--- src/rtl/i2c_am_pkg.sv ---
package i2c_am_pkg;

    typedef enum logic [1:0] {
        MODE_MASK  = 2'b00,
        MODE_DUAL  = 2'b01,
        MODE_RANGE = 2'b10,
        MODE_NONE  = 2'b11
    } am_mode_e;

    typedef enum logic [2:0] {
        ST_IDLE,
        ST_ADDR,
        ST_ACK_WAIT,
        ST_ACK_LOW,
        ST_ACK_HIGH
    } am_state_e;

endpackage

--- src/rtl/i2c_am_bus_events.sv ---
module i2c_am_bus_events (
    input  logic clk,
    input  logic rst_n,
    input  logic sda_i,
    input  logic scl_i,
    output logic sda_s,
    output logic scl_rise,
    output logic scl_fall,
    output logic start_evt,
    output logic stop_evt
);

    typedef struct packed {
        logic [1:0] sda;
        logic [1:0] scl;
    } ev_regs_t;

    ev_regs_t ev_d, ev_q;

    always_comb begin
        ev_d     = ev_q;
        ev_d.sda = {ev_q.sda[0], sda_i};
        ev_d.scl = {ev_q.scl[0], scl_i};
    end

    always_ff @(posedge clk or negedge rst_n) begin
        if (!rst_n) begin
            ev_q <= '1;
        end else begin
            ev_q <= ev_d;
        end
    end

    assign sda_s     = ev_q.sda[0];
    assign scl_rise  = ev_q.scl[0] & ~ev_q.scl[1];
    assign scl_fall  = ~ev_q.scl[0] & ev_q.scl[1];
    assign start_evt = ev_q.scl[0] & ev_q.scl[1] & ev_q.sda[1] & ~ev_q.sda[0];
    assign stop_evt  = ev_q.scl[0] & ev_q.scl[1] & ~ev_q.sda[1] & ev_q.sda[0];

endmodule

--- src/rtl/i2c_am_compare.sv ---
module i2c_am_compare
    import i2c_am_pkg::*;
#(
    parameter int AW = 7
) (
    input  logic [1:0]    mode,
    input  logic [AW-1:0] own_a,
    input  logic [AW-1:0] own_b,
    input  logic          gc_en,
    input  logic [AW-1:0] rx_addr,
    input  logic          rx_rw,
    output logic          hit,
    output logic          gc_hit
);

    logic own_hit;
    logic is_zero;

    always_comb begin
        unique case (am_mode_e'(mode))
            MODE_MASK:  own_hit = (((rx_addr ^ own_a) & ~own_b) == '0);
            MODE_DUAL:  own_hit = (rx_addr == own_a) || (rx_addr == own_b);
            MODE_RANGE: own_hit = (rx_addr >= own_a) && (rx_addr <= own_b);
            default:    own_hit = 1'b0;
        endcase
    end

    assign is_zero = (rx_addr == '0);
    assign gc_hit  = is_zero & gc_en & ~rx_rw;
    assign hit     = is_zero ? gc_hit : own_hit;

endmodule

--- src/rtl/i2c_addr_matcher.sv ---
module i2c_addr_matcher
    import i2c_am_pkg::*;
#(
    parameter int AW = 7
) (
    input  logic          clk,
    input  logic          rst_n,
    input  logic          sda_in,
    input  logic          scl_in,
    input  logic [1:0]    cfg_mode,
    input  logic [AW-1:0] cfg_addr,
    input  logic [AW-1:0] cfg_aux,
    input  logic          cfg_gc_en,
    output logic          sda_pull,
    output logic          match_stb,
    output logic [AW-1:0] match_addr,
    output logic          match_rw,
    output logic          match_gc,
    output logic          wake_stb
);

    localparam int CNT_W = $clog2(AW + 1);
    localparam logic [CNT_W-1:0] LAST_BIT = CNT_W'(AW);

    typedef struct packed {
        am_state_e        st;
        logic [CNT_W-1:0] cnt;
        logic [AW-1:0]    sh;
        logic             stb;
        logic [AW-1:0]    addr;
        logic             rw;
        logic             gc;
    } regs_t;

    regs_t r_d, r_q;

    logic sda_s, scl_rise, scl_fall, start_evt, stop_evt;
    logic hit, gc_hit;

    i2c_am_bus_events u_events (
        .clk       (clk),
        .rst_n     (rst_n),
        .sda_i     (sda_in),
        .scl_i     (scl_in),
        .sda_s     (sda_s),
        .scl_rise  (scl_rise),
        .scl_fall  (scl_fall),
        .start_evt (start_evt),
        .stop_evt  (stop_evt)
    );

    // The shift register holds the 7 address bits once the 8th bit arrives;
    // the live SDA sample is the direction bit.
    i2c_am_compare #(.AW(AW)) u_compare (
        .mode    (cfg_mode),
        .own_a   (cfg_addr),
        .own_b   (cfg_aux),
        .gc_en   (cfg_gc_en),
        .rx_addr (r_q.sh),
        .rx_rw   (sda_s),
        .hit     (hit),
        .gc_hit  (gc_hit)
    );

    always_comb begin
        r_d     = r_q;
        r_d.stb = 1'b0;
        if (start_evt) begin
            r_d.st  = ST_ADDR;
            r_d.cnt = '0;
            r_d.sh  = '0;
        end else if (stop_evt) begin
            r_d.st = ST_IDLE;
        end else begin
            unique case (r_q.st)
                ST_ADDR: begin
                    if (scl_rise) begin
                        if (r_q.cnt == LAST_BIT) begin
                            if (hit) begin
                                r_d.st   = ST_ACK_WAIT;
                                r_d.stb  = 1'b1;
                                r_d.addr = r_q.sh;
                                r_d.rw   = sda_s;
                                r_d.gc   = gc_hit;
                            end else begin
                                r_d.st = ST_IDLE;
                            end
                        end else begin
                            r_d.sh  = {r_q.sh[AW-2:0], sda_s};
                            r_d.cnt = r_q.cnt + CNT_W'(1);
                        end
                    end
                end
                ST_ACK_WAIT: if (scl_fall) r_d.st = ST_ACK_LOW;
                ST_ACK_LOW:  if (scl_rise) r_d.st = ST_ACK_HIGH;
                ST_ACK_HIGH: if (scl_fall) r_d.st = ST_IDLE;
                default:     r_d.st = ST_IDLE;
            endcase
        end
    end

    always_ff @(posedge clk or negedge rst_n) begin
        if (!rst_n) begin
            r_q    <= '0;
            r_q.st <= ST_IDLE;
        end else begin
            r_q <= r_d;
        end
    end

    assign sda_pull   = (r_q.st == ST_ACK_LOW) || (r_q.st == ST_ACK_HIGH);
    assign match_stb  = r_q.stb;
    assign wake_stb   = r_q.stb;
    assign match_addr = r_q.addr;
    assign match_rw   = r_q.rw;
    assign match_gc   = r_q.gc;

    p_stb_single_r8: assert property (@(posedge clk) disable iff (!rst_n)
        match_stb |=> !match_stb);

    p_gc_write_only_r2: assert property (@(posedge clk) disable iff (!rst_n)
        (match_stb && match_gc) |-> (match_addr == '0 && !match_rw));

    p_zero_only_gc_r2: assert property (@(posedge clk) disable iff (!rst_n)
        (match_stb && !match_gc) |-> (match_addr != '0));

    p_mask_r3: assert property (@(posedge clk) disable iff (!rst_n)
        (match_stb && !match_gc && cfg_mode == 2'b00)
            |-> (((match_addr ^ cfg_addr) & ~cfg_aux) == '0));

    p_dual_r4: assert property (@(posedge clk) disable iff (!rst_n)
        (match_stb && !match_gc && cfg_mode == 2'b01)
            |-> (match_addr == cfg_addr || match_addr == cfg_aux));

    p_range_r5: assert property (@(posedge clk) disable iff (!rst_n)
        (match_stb && !match_gc && cfg_mode == 2'b10)
            |-> (match_addr >= cfg_addr && match_addr <= cfg_aux));

    p_none_mode_r6: assert property (@(posedge clk) disable iff (!rst_n)
        match_stb |-> (match_gc || cfg_mode != 2'b11));

    p_start_release_r10: assert property (@(posedge clk) disable iff (!rst_n)
        start_evt |=> !sda_pull);

    p_stop_release_r11: assert property (@(posedge clk) disable iff (!rst_n)
        stop_evt |=> !sda_pull);

    p_pull_scl_low_r7: assert property (@(posedge clk) disable iff (!rst_n)
        $rose(sda_pull) |-> !scl_in);

endmodule

--- config.mk ---
export PLATFORM = sky130hd
export DESIGN_NAME = i2c_addr_matcher
export DESIGN_NICKNAME = d
export VERILOG_FILES = /design/src/rtl/i2c_am_pkg.sv /design/src/rtl/i2c_am_bus_events.sv /design/src/rtl/i2c_am_compare.sv /design/src/rtl/i2c_addr_matcher.sv
export SDC_FILE = /design/constraint.sdc
export NUM_CORES = 1
export LEC_CHECK = 0
export BUFFER_PORTS_ARGS = -buffer_cell sky130_fd_sc_hd__buf_4
export CAP_MARGIN = 40
export CORE_MARGIN = 2
export CORE_UTILIZATION = 57
export CTS_BUF_LIST = sky130_fd_sc_hd__clkbuf_4
export DETAILED_ROUTE_END_ITERATION = 12
export MAX_ROUTING_LAYER = met4
export PLACE_DENSITY = 0.82
export SLEW_MARGIN = 20
export SYNTH_ARGS = -nofsm -noshare
export SYNTH_HDL_FRONTEND = slang
export SYNTH_HIERARCHICAL = 1
export SYNTH_SLANG_ARGS = --single-unit
--- constraint.sdc ---
create_clock -name clk -period 3.1 [get_ports clk]
set_input_delay 0.93 -clock clk [delete_from_list [all_inputs] [get_ports clk]]
set_output_delay 0.93 -clock clk [all_outputs]
set_load 0.02 [all_outputs]
Word level (Yosys, flattened, before mapping) --
Cells that the tools add are included. W data, S select, Z words.
Cells by class: reductions and logical operators 11, bitwise gates (word level) 18, equal/unequal tests 16, $lt $le $gt $ge 2, add/subtract/negate cells 1, multiplexer cells 17
Operator list (number):
- $mux W10 | 4
- $mux W20 | 2
- $mux W23 | 1
- $ne A4 B4 Y1 const B | 5
- $mux W3 | 5
- $eq A7 B7 Y1 | 2
- $logic_not A7 Y1 | 2
- $mux W13 | 1
- $pmux W3 S4 | 1
- $and A1 B1 Y1 | 9
- $and A7 B7 Y7 | 1
- $ge A7 B7 Y1 | 1
- $le A7 B7 Y1 | 1
- $not A7 Y7 | 1
- $xor A7 B7 Y7 | 1
- $eq A3 B2 Y1 const B | 2
- $eq A3 B3 Y1 const B | 2
- $not A1 Y1 | 6
- $reduce_and A6 Y1 | 1
- $reduce_and A5 Y1 | 1
- $ne A2 B2 Y1 const B | 2
- $reduce_and A4 Y1 | 1
- $reduce_bool A2 Y1 | 2
- $add A3 B1 Y3 const B | 1
- other kinds (9) | 10
Word-level totals: register bits after elaboration 27, output and inout bits 12, word-level logic and storage cells 74

Longest topological paths before layout --
depth in word-level cells 11, mapped depth 10

Modules after synthesis --
The synthesis kept the hierarchy.
By module, submodules not included:
- i2c_addr_matcher | cells an instance 94, area an instance 1111.1 sq um, seq. area each 575.6 sq um, times used 1
- i2c_am_compare | cells an instance 62, area an instance 441.7 sq um, seq. area each 0.0 sq um, times used 1
- i2c_am_bus_events | cells an instance 8, area an instance 137.6 sq um, seq. area each 105.1 sq um, times used 1

Least setup slack after synthesis --
No wires, ideal clock.
kind in2reg, start input cfg_aux[5], end register r_q (netlist bit match_addr[0]), arrival time 2.558 ns, stages 10, setup time 0.125 ns, path buffers 0, path slack 0.417 ns, required time 2.975 ns, cell sequence inv_1 ha_1 and4_1 nand4_1 o21ai_0 a311oi_1 a21oi_1 and3_4 nand3_4 mux2_2
Between the ends: cells in the longest elaborated chain, start to end 6, elaborated cells between the ends (all ways) 10, classes of those cells order compare (1); eq/ne (1); mux (2); bitwise (2); reduce/logical (4)
RTL lines:
- start: declaration | line i2c_addr_matcher.sv:12 | input logic [AW-1:0] cfg_aux,
- parallel branches: the longest is 3 deep, another holds $le A7 B7 Y1
- $pmux W1 S3 (*) | line i2c_am_compare.sv:20 | unique case (am_mode_e'(mode))
- $mux W1 (*) | line i2c_am_compare.sv:30 | assign hit = is_zero ? gc_hit : own_hit;
- via hit | line i2c_addr_matcher.sv:38 | logic hit, gc_hit;
- $reduce_and A6 Y1 (no source line) (*)
- end signal: assignment | line i2c_addr_matcher.sv:107 | r_q <= r_d;
- end: declaration | line i2c_addr_matcher.sv:35 | regs_t r_d, r_q;
Mark *: on every way through the listed nets, which the timed path passes. A chain may end at the register's enable or synchronous reset.

Worst setup path in the final report --
start input cfg_addr[0], end register r_q (netlist bit match_addr[6])
Between the ends: cells in the longest elaborated chain, start to end 6, elaborated cells between the ends (all ways) 10, classes of those cells order compare (1); eq/ne (1); mux (2); bitwise (2); reduce/logical (4)
RTL lines:
- start: declaration | line i2c_addr_matcher.sv:11 | input logic [AW-1:0] cfg_addr,
- parallel branches: the longest is 3 deep, another holds $ge A7 B7 Y1
- $pmux W1 S3 (*) | line i2c_am_compare.sv:20
- $mux W1 (*) | line i2c_am_compare.sv:30
- via hit | line i2c_addr_matcher.sv:38
- $reduce_and A6 Y1 (no source line) (*)
Marked as above.

==> impl_metrics.tcl <==
set metrics [dict create \
    synth_top_area_frac 0.3405 \
    finalPower_mw 1.025 \
    grt_pass1_wl_um 6092 \
    min_period_ps 2606 \
    regArea_um2 680.7 \
    maxCapViolCount 0 \
    io_pins 33 \
    hold_violations 0 \
    synth_flop_cell "dfrtp_1" \
    root_buffer "clkbuf_4" \
    fin_nets 226 \
    via_per_inst 5.900 \
    final_cell_area_um2 1914 \
    synth-seq-cells 27 \
    async_flop_share 1.000 \
    dpl_cell_area_um2 1884 \
    critical_path_peak_fanout 10 \
    maxSlewViolCount 0 \
    n_antenna_cell 0 \
    rsz0062_at_grt "no" \
    cts_tree "done" \
    holdCritPathClass "reg2reg" \
    clkTransAtPathRegs_ps 140 \
    fill_cells 221 \
    finalSetupTns_ps 0 \
    max_stage_delay_ps 310 \
    cts_made_buffers 3 \
    grt_pass1_vias 1352 \
    core-area_um2 2781 \
    drive_gt1_frac 0.2819 \
    routed_wl_um 3425 \
    die_w_um 58.46 \
    ys_types 41 \
    path_buf_inv 1 \
    cts_buffer_depth 2 \
    wl_per_cell_um 15.64 \
    ir_drop_mv 0.4558 \
    cts_hold_buffers 0 \
    slew_headroom 0.5630 \
    die_area_um2 3417 \
    gp_congestion 0.9257 \
    synthToLayoutAreaGrowth_pct 13.25 \
    yosysSeqAreaShare 0.4027 \
    yosysTopAreaCell "dfrtp_1" \
    grt_max_degree 28 \
    yosysMostFrequentCell "dfrtp_1" \
    synth_area_leaders "dfrtp_1 34%, ha_1 12%, dfstp_2 6.2%" \
    status "completed" \
    fmax_mhz 383.8 \
    antenna_found_initial 0 \
    vias 1292 \
    power_density_nw_per_um2 535.2 \
    synth-edff-count 0 \
    drtIter0Drc 20 \
    rows 19 \
    cts.sink_count 27 \
    drtAntennaViolNets 0 \
    yosys-top-cells-count "23 x dfrtp_1, 16 x ha_1, 16 x inv_1, 16 x nor2_1" \
    grt_use_total 0.2397 \
    critPathCaptureType "flip-flop" \
    worstMarginPinSlew_ps 653.6 \
    hpwl_um 2700 \
    crit_path_top_delay_cell "ha_1" \
    leakage_nw 1.063 \
    cts_resized 0 \
    cp_top_family "simple AND/OR/NAND/NOR gates" \
    yosysWarnings 6 \
    portBuffers 32 \
    startpoint_type "input port" \
    clk_latency_ps 330 \
    firstDrtPassIters 4 \
    remaining_drc_errors 0 \
    grt_remaining_overflow 0 \
    clock-skew-final_ps 9.209 \
    multi_input_area_um2 864.6 \
    required_ps 3330 \
    setup_violations 0 \
    start_util 0.6077 \
    worstPathCellList "buf_4 -> ha_1 -> nand2b_1 -> a211oi_1 -> o311ai_1 -> nand4b_1 -> a21oi_1 -> and3_4 -> nand3_4 -> mux2_2" \
    fin_crit_sh 0.8406 \
    die_y_um 58.46 \
    synth_fp_nets 201 \
    critPathArrivalTime_ps 2830 \
    htreeDepth 1 \
    post_cts_buffers 0 \
    path_class "in2reg" \
    syn_inst 164 \
    hold_ws_ps 396.6 \
    syn_avg_cell_area_um2 10.31 \
    synth_area_um2 1690 \
]
-- cell families (layout without fill, tap and decap cells) --
group / count (synthesis) / after routing / synth area share
AOI/OAI and AO/OA: 27 / 27 / 0.1036
xor gates and xnor gates: 1 / 1 / 0.005182
and+or+nand+nor: 47 / 47 / 0.1710
adders and majority gates: 16 / 16 / 0.1184
muxes: 18 / 18 / 0.1133
buffers and inverters: 28 / 52 / 0.08586
DFF: 27 / 27 / 0.4027
-- metal layers --
layer | GRT usage | wire length (um)
met4 | 0.04983 | 19
met1 | 0.2990 | 1482
met3 | 0.04615 | 130
met2 | 0.4061 | 1792
met5 | - | 0
-- path summary, 6_finish.rpt --
| check | end | slack, ps | startpoint | depth (start not counted) |
|---|---|---|---|---|
| min reg2reg | u_events/ev_q[1] | 400 | u_events/ev_d[1] | 0 |
| min in group asynchronous | r_q[18] | 480 | rst_n | 1 |
| max in group asynchronous | u_events/ev_q[3] | 2320 | rst_n | 1 |
| min | u_events/ev_q[1] | 400 | u_events/ev_d[1] | 0 |
| max | match_addr[6] | 490 | cfg_addr[0] | 10 |
| max reg2reg | match_addr[6] | 590 | r_q[10] | 10 |
-- metrics by stage --
stage,utilization,setup WS (ps),instances
finish,0.6883,494.3,219
global route,0.6883,384.5,219
CTS,0.6883,519.7,219
detailed placement,0.6775,145.4,215
global placement,0.6775,219.0,215
floorplan,-,416.9,164
-- report_power, final --
group | leakage (nW) | switching (mW) | internal, mW
Combinational | 0.692 | 0.191 | 0.189
Clock | 0.0139 | 0.103 | 0.0495
Sequential | 0.357 | 0.0866 | 0.405
-- registers in the layout (all words and copies together), names as in the netlist --
| signal | count |
|---|---|
| match_addr | 7 |
| match_gc | 1 |
| match_rw | 1 |
| match_stb | 1 |
| r_q | 13 |
| u_events/ev_d | 1 |
| u_events/ev_q | 2 |
| u_events/sda_s | 1 |
-- layout make-up --
type | count | share of cell area
multi-input combinational | 109 | 0.4516
sequential | 27 | 0.3556
clock buffer | 3 | 0.01176
clock inverter | 1 | 0.003922
timing repair buffer | 32 | 0.1255
inverter | 16 | 0.03137
tap | 31 | 0.02026
-- placed cells by master, fill, tap and decap left out, types with 2 or more instances in the layout --
| cell | count |
|---|---|
| a21oi_1 | 8 |
| buf_4 | 32 |
| inv_1 | 16 |
| clkbuf_4 | 3 |
| o22ai_1 | 5 |
| o32a_1 | 2 |
| nand2_1 | 4 |
| nand3_1 | 3 |
| nor3_1 | 3 |
| a22oi_1 | 2 |
| nand3b_1 | 2 |
| dfrtp_1 | 23 |
| mux2i_1 | 9 |
| and4b_1 | 3 |
| nor2_1 | 16 |
| ha_1 | 16 |
| dfstp_2 | 4 |
| nor2b_1 | 2 |
| o21ai_0 | 4 |
| nand4_1 | 2 |
| mux2_2 | 9 |
| nand2b_1 | 2 |
(Power assumes the default switching activity.)
